**src/rtl/dbg_evt_pkg.sv**
```systemverilog
package dbg_evt_pkg;

   typedef enum logic [1:0] {
      ST_RUN   = 2'd0,
      ST_HALT  = 2'd1,
      ST_FATAL = 2'd2
   } run_st_e;

endpackage

```
**src/rtl/dbg_evt_word.sv**
```systemverilog
module dbg_evt_word #(
   parameter int EVT_W = 16
) (
   input  logic             clk,
   input  logic             rst_n,
   input  logic [EVT_W-1:0] set_i,
   input  logic [EVT_W-1:0] clr_i,
   output logic [EVT_W-1:0] evt_o
);

   // One flop per event bit; a set in the same cycle as a clear keeps the bit.
   for (genvar b = 0; b < EVT_W; b++) begin : g_bit
      always_ff @(posedge clk) begin
         if (!rst_n)         evt_o[b] <= 1'b0;
         else if (set_i[b])  evt_o[b] <= 1'b1;
         else if (clr_i[b])  evt_o[b] <= 1'b0;
      end
   end

endmodule

```
**src/rtl/dbg_step_ctr.sv**
```systemverilog
module dbg_step_ctr #(
   parameter int STEP_W = 8
) (
   input  logic              clk,
   input  logic              rst_n,
   input  logic              load_i,
   input  logic [STEP_W-1:0] load_val_i,
   input  logic              dec_i,
   input  logic              zero_i,
   output logic              last_o
);

   localparam logic [STEP_W-1:0] CNT_ONE = STEP_W'(1);

   logic [STEP_W-1:0] cnt_q;

   always_ff @(posedge clk) begin
      if (!rst_n)       cnt_q <= '0;
      else if (load_i)  cnt_q <= load_val_i;
      else if (zero_i)  cnt_q <= '0;
      else if (dec_i)   cnt_q <= cnt_q - CNT_ONE;
   end

   // A count of one or zero means the next step iteration is the final one.
   assign last_o = (cnt_q <= CNT_ONE);

endmodule

```
**src/rtl/dbg_evt_fsm.sv**
```systemverilog
module dbg_evt_fsm
   import dbg_evt_pkg::*;
#(
   parameter int EVT_W    = 16,
   parameter int RSN_W    = 8,
   parameter int ORD_BIT  = 9,
   parameter int STEP_BIT = 8,
   parameter int XBRK_BIT = 3,
   parameter int IBRK_BIT = 2,
   parameter int STEP_RSN = 64,
   parameter int XBRK_RSN = 8,
   parameter int IBRK_RSN = 4
) (
   input  logic             clk,
   input  logic             rst_n,
   input  logic [EVT_W-1:0] evt_i,
   input  logic             step_last_i,
   input  logic             resume_i,
   output logic [EVT_W-1:0] clr_o,
   output logic             step_dec_o,
   output logic             step_zero_o,
   output logic             halt_strobe_o,
   output logic [RSN_W-1:0] halt_reason_o,
   output logic             halted_o,
   output logic             order_strobe_o,
   output logic             fatal_o
);

   localparam logic [EVT_W-1:0] ONE    = EVT_W'(1);
   localparam logic [EVT_W-1:0] M_ORD  = ONE << ORD_BIT;
   localparam logic [EVT_W-1:0] M_STEP = ONE << STEP_BIT;
   localparam logic [EVT_W-1:0] M_XBRK = ONE << XBRK_BIT;
   localparam logic [EVT_W-1:0] M_IBRK = ONE << IBRK_BIT;
   localparam logic [EVT_W-1:0] M_KNOWN = M_ORD | M_STEP | M_XBRK | M_IBRK;

   run_st_e          st_q, st_d;
   logic [RSN_W-1:0] rsn_d;
   logic             running;
   logic             ord_hit, step_hit, step_fin, xb_hit, ib_hit;
   logic             term_hit, unk_hit;

   assign running = (st_q == ST_RUN);

   // Fixed-priority evaluation of one run-loop iteration.
   always_comb begin
      ord_hit  = running & evt_i[ORD_BIT];
      step_hit = running & evt_i[STEP_BIT];
      step_fin = step_hit & step_last_i;
      xb_hit   = running & evt_i[XBRK_BIT] & ~step_fin;
      ib_hit   = running & evt_i[IBRK_BIT] & ~step_fin & ~evt_i[XBRK_BIT];
      term_hit = step_fin | xb_hit | ib_hit;
      unk_hit  = running & ~term_hit & (|(evt_i & ~M_KNOWN));
   end

   assign clr_o = ({EVT_W{ord_hit}}  & M_ORD)
                | ({EVT_W{step_fin}} & M_STEP)
                | ({EVT_W{xb_hit}}   & M_XBRK)
                | ({EVT_W{ib_hit}}   & M_IBRK);

   assign step_dec_o  = step_hit & ~step_fin;
   assign step_zero_o = step_fin;

   always_comb begin
      st_d = st_q;
      unique case (st_q)
         ST_RUN: begin
            if (term_hit)      st_d = ST_HALT;
            else if (unk_hit)  st_d = ST_FATAL;
         end
         ST_HALT: begin
            if (resume_i)      st_d = ST_RUN;
         end
         default:              st_d = ST_FATAL;
      endcase
   end

   always_comb begin
      rsn_d = halt_reason_o;
      if (step_fin)                         rsn_d = RSN_W'(STEP_RSN);
      else if (xb_hit)                      rsn_d = RSN_W'(XBRK_RSN);
      else if (ib_hit)                      rsn_d = RSN_W'(IBRK_RSN);
      else if (st_q == ST_HALT && resume_i) rsn_d = '0;
   end

   always_ff @(posedge clk) begin
      if (!rst_n) begin
         st_q           <= ST_RUN;
         halt_reason_o  <= '0;
         halt_strobe_o  <= 1'b0;
         order_strobe_o <= 1'b0;
      end else begin
         st_q           <= st_d;
         halt_reason_o  <= rsn_d;
         halt_strobe_o  <= term_hit;
         order_strobe_o <= ord_hit;
      end
   end

   assign halted_o = (st_q == ST_HALT);
   assign fatal_o  = (st_q == ST_FATAL);

endmodule

```
**src/rtl/dbg_evt_dispatch.sv**
```systemverilog
module dbg_evt_dispatch #(
   parameter int EVT_W    = 16,
   parameter int STEP_W   = 8,
   parameter int RSN_W    = 8,
   parameter int ORD_BIT  = 9,
   parameter int STEP_BIT = 8,
   parameter int XBRK_BIT = 3,
   parameter int IBRK_BIT = 2,
   parameter int STEP_RSN = 64,
   parameter int XBRK_RSN = 8,
   parameter int IBRK_RSN = 4
) (
   input  logic              clk,
   input  logic              rst_n,
   input  logic [EVT_W-1:0]  ev_set,
   input  logic              step_load,
   input  logic [STEP_W-1:0] step_value,
   input  logic              resume,
   output logic [EVT_W-1:0]  pending,
   output logic              order_strobe,
   output logic              halt_strobe,
   output logic [RSN_W-1:0]  halt_reason,
   output logic              halted,
   output logic              fatal
);

   localparam int RSN_LIM = 1 << RSN_W;

   // Elaboration-time parameter checks
   if (EVT_W < 2 || STEP_W < 1 || RSN_W < 1) begin : g_bad_width
      $error("dbg_evt_dispatch: width parameters too small");
   end
   if (ORD_BIT >= EVT_W || STEP_BIT >= EVT_W ||
       XBRK_BIT >= EVT_W || IBRK_BIT >= EVT_W) begin : g_bad_pos
      $error("dbg_evt_dispatch: event bit outside the event word");
   end
   if (ORD_BIT == STEP_BIT || ORD_BIT == XBRK_BIT || ORD_BIT == IBRK_BIT ||
       STEP_BIT == XBRK_BIT || STEP_BIT == IBRK_BIT ||
       XBRK_BIT == IBRK_BIT) begin : g_bad_dup
      $error("dbg_evt_dispatch: event bit positions must differ");
   end
   if (STEP_RSN >= RSN_LIM || XBRK_RSN >= RSN_LIM || IBRK_RSN >= RSN_LIM ||
       STEP_RSN == 0 || XBRK_RSN == 0 || IBRK_RSN == 0) begin : g_bad_rsn
      $error("dbg_evt_dispatch: reason code zero or too wide");
   end

   logic [EVT_W-1:0] evt_clr;
   logic             step_last, step_dec, step_zero;

   dbg_evt_word #(.EVT_W(EVT_W)) u_word (
      .clk   (clk),
      .rst_n (rst_n),
      .set_i (ev_set),
      .clr_i (evt_clr),
      .evt_o (pending)
   );

   dbg_step_ctr #(.STEP_W(STEP_W)) u_step (
      .clk        (clk),
      .rst_n      (rst_n),
      .load_i     (step_load),
      .load_val_i (step_value),
      .dec_i      (step_dec),
      .zero_i     (step_zero),
      .last_o     (step_last)
   );

   dbg_evt_fsm #(
      .EVT_W    (EVT_W),
      .RSN_W    (RSN_W),
      .ORD_BIT  (ORD_BIT),
      .STEP_BIT (STEP_BIT),
      .XBRK_BIT (XBRK_BIT),
      .IBRK_BIT (IBRK_BIT),
      .STEP_RSN (STEP_RSN),
      .XBRK_RSN (XBRK_RSN),
      .IBRK_RSN (IBRK_RSN)
   ) u_fsm (
      .clk            (clk),
      .rst_n          (rst_n),
      .evt_i          (pending),
      .step_last_i    (step_last),
      .resume_i       (resume),
      .clr_o          (evt_clr),
      .step_dec_o     (step_dec),
      .step_zero_o    (step_zero),
      .halt_strobe_o  (halt_strobe),
      .halt_reason_o  (halt_reason),
      .halted_o       (halted),
      .order_strobe_o (order_strobe),
      .fatal_o        (fatal)
   );

endmodule

```
**config.mk**
```make
export PLATFORM = sky130hd
export DESIGN_NAME = dbg_evt_dispatch
export DESIGN_NICKNAME = d
export VERILOG_FILES = /design/src/rtl/dbg_evt_pkg.sv /design/src/rtl/dbg_evt_word.sv /design/src/rtl/dbg_step_ctr.sv /design/src/rtl/dbg_evt_fsm.sv /design/src/rtl/dbg_evt_dispatch.sv
export SDC_FILE = /design/constraint.sdc
export NUM_CORES = 1
export LEC_CHECK = 0
export BUFFER_PORTS_ARGS = -buffer_cell sky130_fd_sc_hd__buf_4
export CELL_PAD_IN_SITES_DETAIL_PLACEMENT = 1
export CELL_PAD_IN_SITES_GLOBAL_PLACEMENT = 2
export CORE_MARGIN = 3
export CORE_UTILIZATION = 27
export CTS_CLUSTER_SIZE = 28
export DETAILED_ROUTE_END_ITERATION = 10
export PLACE_DENSITY = 0.82
export SETUP_SLACK_MARGIN = 0.4
export SLEW_MARGIN = 10
export SYNTH_ARGS = -nofsm -noshare
export SYNTH_HDL_FRONTEND = slang
export SYNTH_SLANG_ARGS = --single-unit
```
**constraint.sdc**
```tcl
create_clock -name clk -period 3.22 [get_ports clk]
set_input_delay 0.644 -clock clk [delete_from_list [all_inputs] [get_ports clk]]
set_output_delay 0.644 -clock clk [all_outputs]
set_load 0.02 [all_outputs]
```
==> metrics.txt <==
critical path fanouts, max 12; flop and latch count out of synthesis 31; EDFF count, synth 0; Peak VDD IR ~0.24 mV; CTS tree built; DIE HEIGHT around 76 um; Final period util 61.2%; full die area a little under 6000 um^2; post-synth cell types 35; Rows 25; buffers added on ports 50; startpoint class of the critical path flop; CTS Sinks 31; status completed; register area share after synthesis 46.3%; final core area utilization about two fifths; number of max-cap violations 0; Die Wd ~76 um; final worst setup slack 1.25 ns; clk_lat worst skew between 0.2 and 0.3 ns; Hold Fails Final Rpt 0; P_leak 0.821 nW; worst slew pin tran just under 0.6 ns; Layout Area Growth over Synthesis 38.8%; mapped cell area 1340 um^2; WP data arrival around 2.1 ns; Layout Nets ~240; min Tclk post-route just under 2 ns; io pins 56; Clk pin slew, worst setup/hold paths approximately 0.070 ns; vias in the first global route 1296; largest net degree at the start of global routing 19; Max Root-Sink Buffers 2; Hold Path Class reg2reg; Root Buffer clkbuf_8; Post-synth top flop dfxtp_1; Tot GR Track Use between 10% and 20%; Cells after Synth between 150 and 200; Avg WL per Cell 12.6 um; Num CTS Buffers 5; total congestion overflow 0; dpl ws approximately 1.2 ns; hold slack approximately 0.46 ns; Starting Density between 20% and 30%; H-tree levels 2; Highest Clock Rate 507 MHz; Worst EP required between 3 and 4 ns; post-route ant nets 0; DR pass1 iterations 3; Post CTS Setup Buffer Count 0; max-slew violations 0; Final Skew 0.00413 ns; asr flop ratio synth 0%; Critical Path Sink Type flop; layout cell share with drive strength beyond 1 between 30% and 40%; Post-CTS Hold Fix Bufs 0; Total Wirelength roughly 3500 um; setup_tns 0 ns; CP Class reg2reg; Final Non-Filler Cells 279; vias per inst 4.56; Initial DRC Count 24; slew margin rel. 60.8%; antenna diode count 0; RSZ-0062 raised after global routing no; initial antenna violation count 0; Vias between 1000 and 1500; syn_area_per_cell roughly 8.3 um^2; Post-route DRC 0; GPL Wtd Cong roughly 0.70; PwrDens around 570 nW/um^2; core area between 4000 and 5000 um^2; first-pass GRT wire length 6040 um; DP HPWL ~2700 um; post-cts resize count 0; placed insts roughly 270; Ys Warns 0; Final Setup Violations 0
## synth_stat cells (all sizes together), types with 2 or more instances
library cell  number  share of area, %
or3b               2               1.3
ha                 2               1.9
o211ai             2               1.1
nor3               4               1.5
o21ai             14               5.2
nor2              31               8.7
buf                6               3.6
xor2               3               2.0
o21a               2               1.1
a21oi             12               4.5
nand3              8               3.0
or4                2               1.7
inv                5               1.4
a31oi              2              0.93
nand2              8               2.2
nor4               3               1.4
clkbuf             6               1.7
dfxtp             31                46
nor2b              4               1.9
## where the power goes
group | switching (W) | total [W] | internal [W]
Sequential | 0.0000359 | 0.000453 | 0.000417
Clock | 0.000147 | 0.000397 | 0.000250
Combinational | 0.000113 | 0.000214 | 0.000102
Total | 0.000296 | 0.00106 | 0.000769
## metrics by stage
step | area, um^2 | total power (W)
6_report | 1860 | 0.00106
5_1_grt | 1860 | 0.00113
4_1_cts | 1860 | 0.00108
3_5_place_dp | 1740 | 0.000678
3_3_place_gp | 1740 | 0.000677
2_1_floorplan | 1360 | 0.000593
## final timing paths
path | start | end | slack [ns] | cells past startpoint
hold reg to reg | u_fsm.halt_reason_o[3] | u_fsm.halt_reason_o[3] | 0.46 | 2
hold / removal | u_fsm.halt_reason_o[3] | u_fsm.halt_reason_o[3] | 0.46 | 2
setup / recovery | u_fsm.st_q[0] | u_step.cnt_q[5] | 1.25 | 4
setup reg to reg | u_fsm.st_q[0] | u_step.cnt_q[5] | 1.25 | 4
## logic make-up after synthesis
group,share of synthesized area (%)
muxes,0.747
and+or+nand+nor,24.4
adders and majority gates,1.87
other,0.280
buffers and inverters,7.00
xor gates and xnor gates,2.61
AOI/OAI and AO/OA,16.8
DFF,46.3
## metal layers
layer	vias up	wire, um	track usage [%]
li1	643	-	-
met1	584	1620	15.8
met2	40	1540	19.6
met3	4	306	6.62
met4	0	36	4.35
met5	-	0	0
## placed cells by master (no fill, tap or decap), types with 3 or more instances in the layout
cell and instances:
nor2b_1 4, nor3_1 4, buf_4 50, nor2_1 31
conb_1 5, o21ai_0 14, xor2_1 3, a21oi_1 12
inv_1 5, nor4_1 3, nand3_1 8, dfxtp_1 31
clkbuf_8 6, nand2_1 8
## critical path, cell delays in order (launching register included)
cell and delay [ns]:
dfxtp_1 0.40, or3b_2 0.57, or4_4 0.60, nand3_1 0.17
o21ai_0 0.10
## registers in the layout, indices dropped and copies added (netlist names)
name                  flops
u_fsm.halt_reason_o       3
u_fsm.halt_strobe_o       1
u_fsm.order_strobe_o      1
u_fsm.st_q                2
u_step.cnt_q              8
u_word.evt_o             16
## layout make-up
| cell class | instances | area, um^2 |
|---|---|---|
| flip-flops and latches | 31 | 621 |
| multi-input cells | 117 | 641 |
| repair buffers | 50 | 375 |
| inverters | 6 | 22.5 |
| clock buffers | 6 | 82.6 |
| clock inverters | 2 | 35.0 |
| fillers | 610 | 2890 |
| well taps | 67 | 83.8 |
No activity file was read; power rests on OpenSTA's default activity.
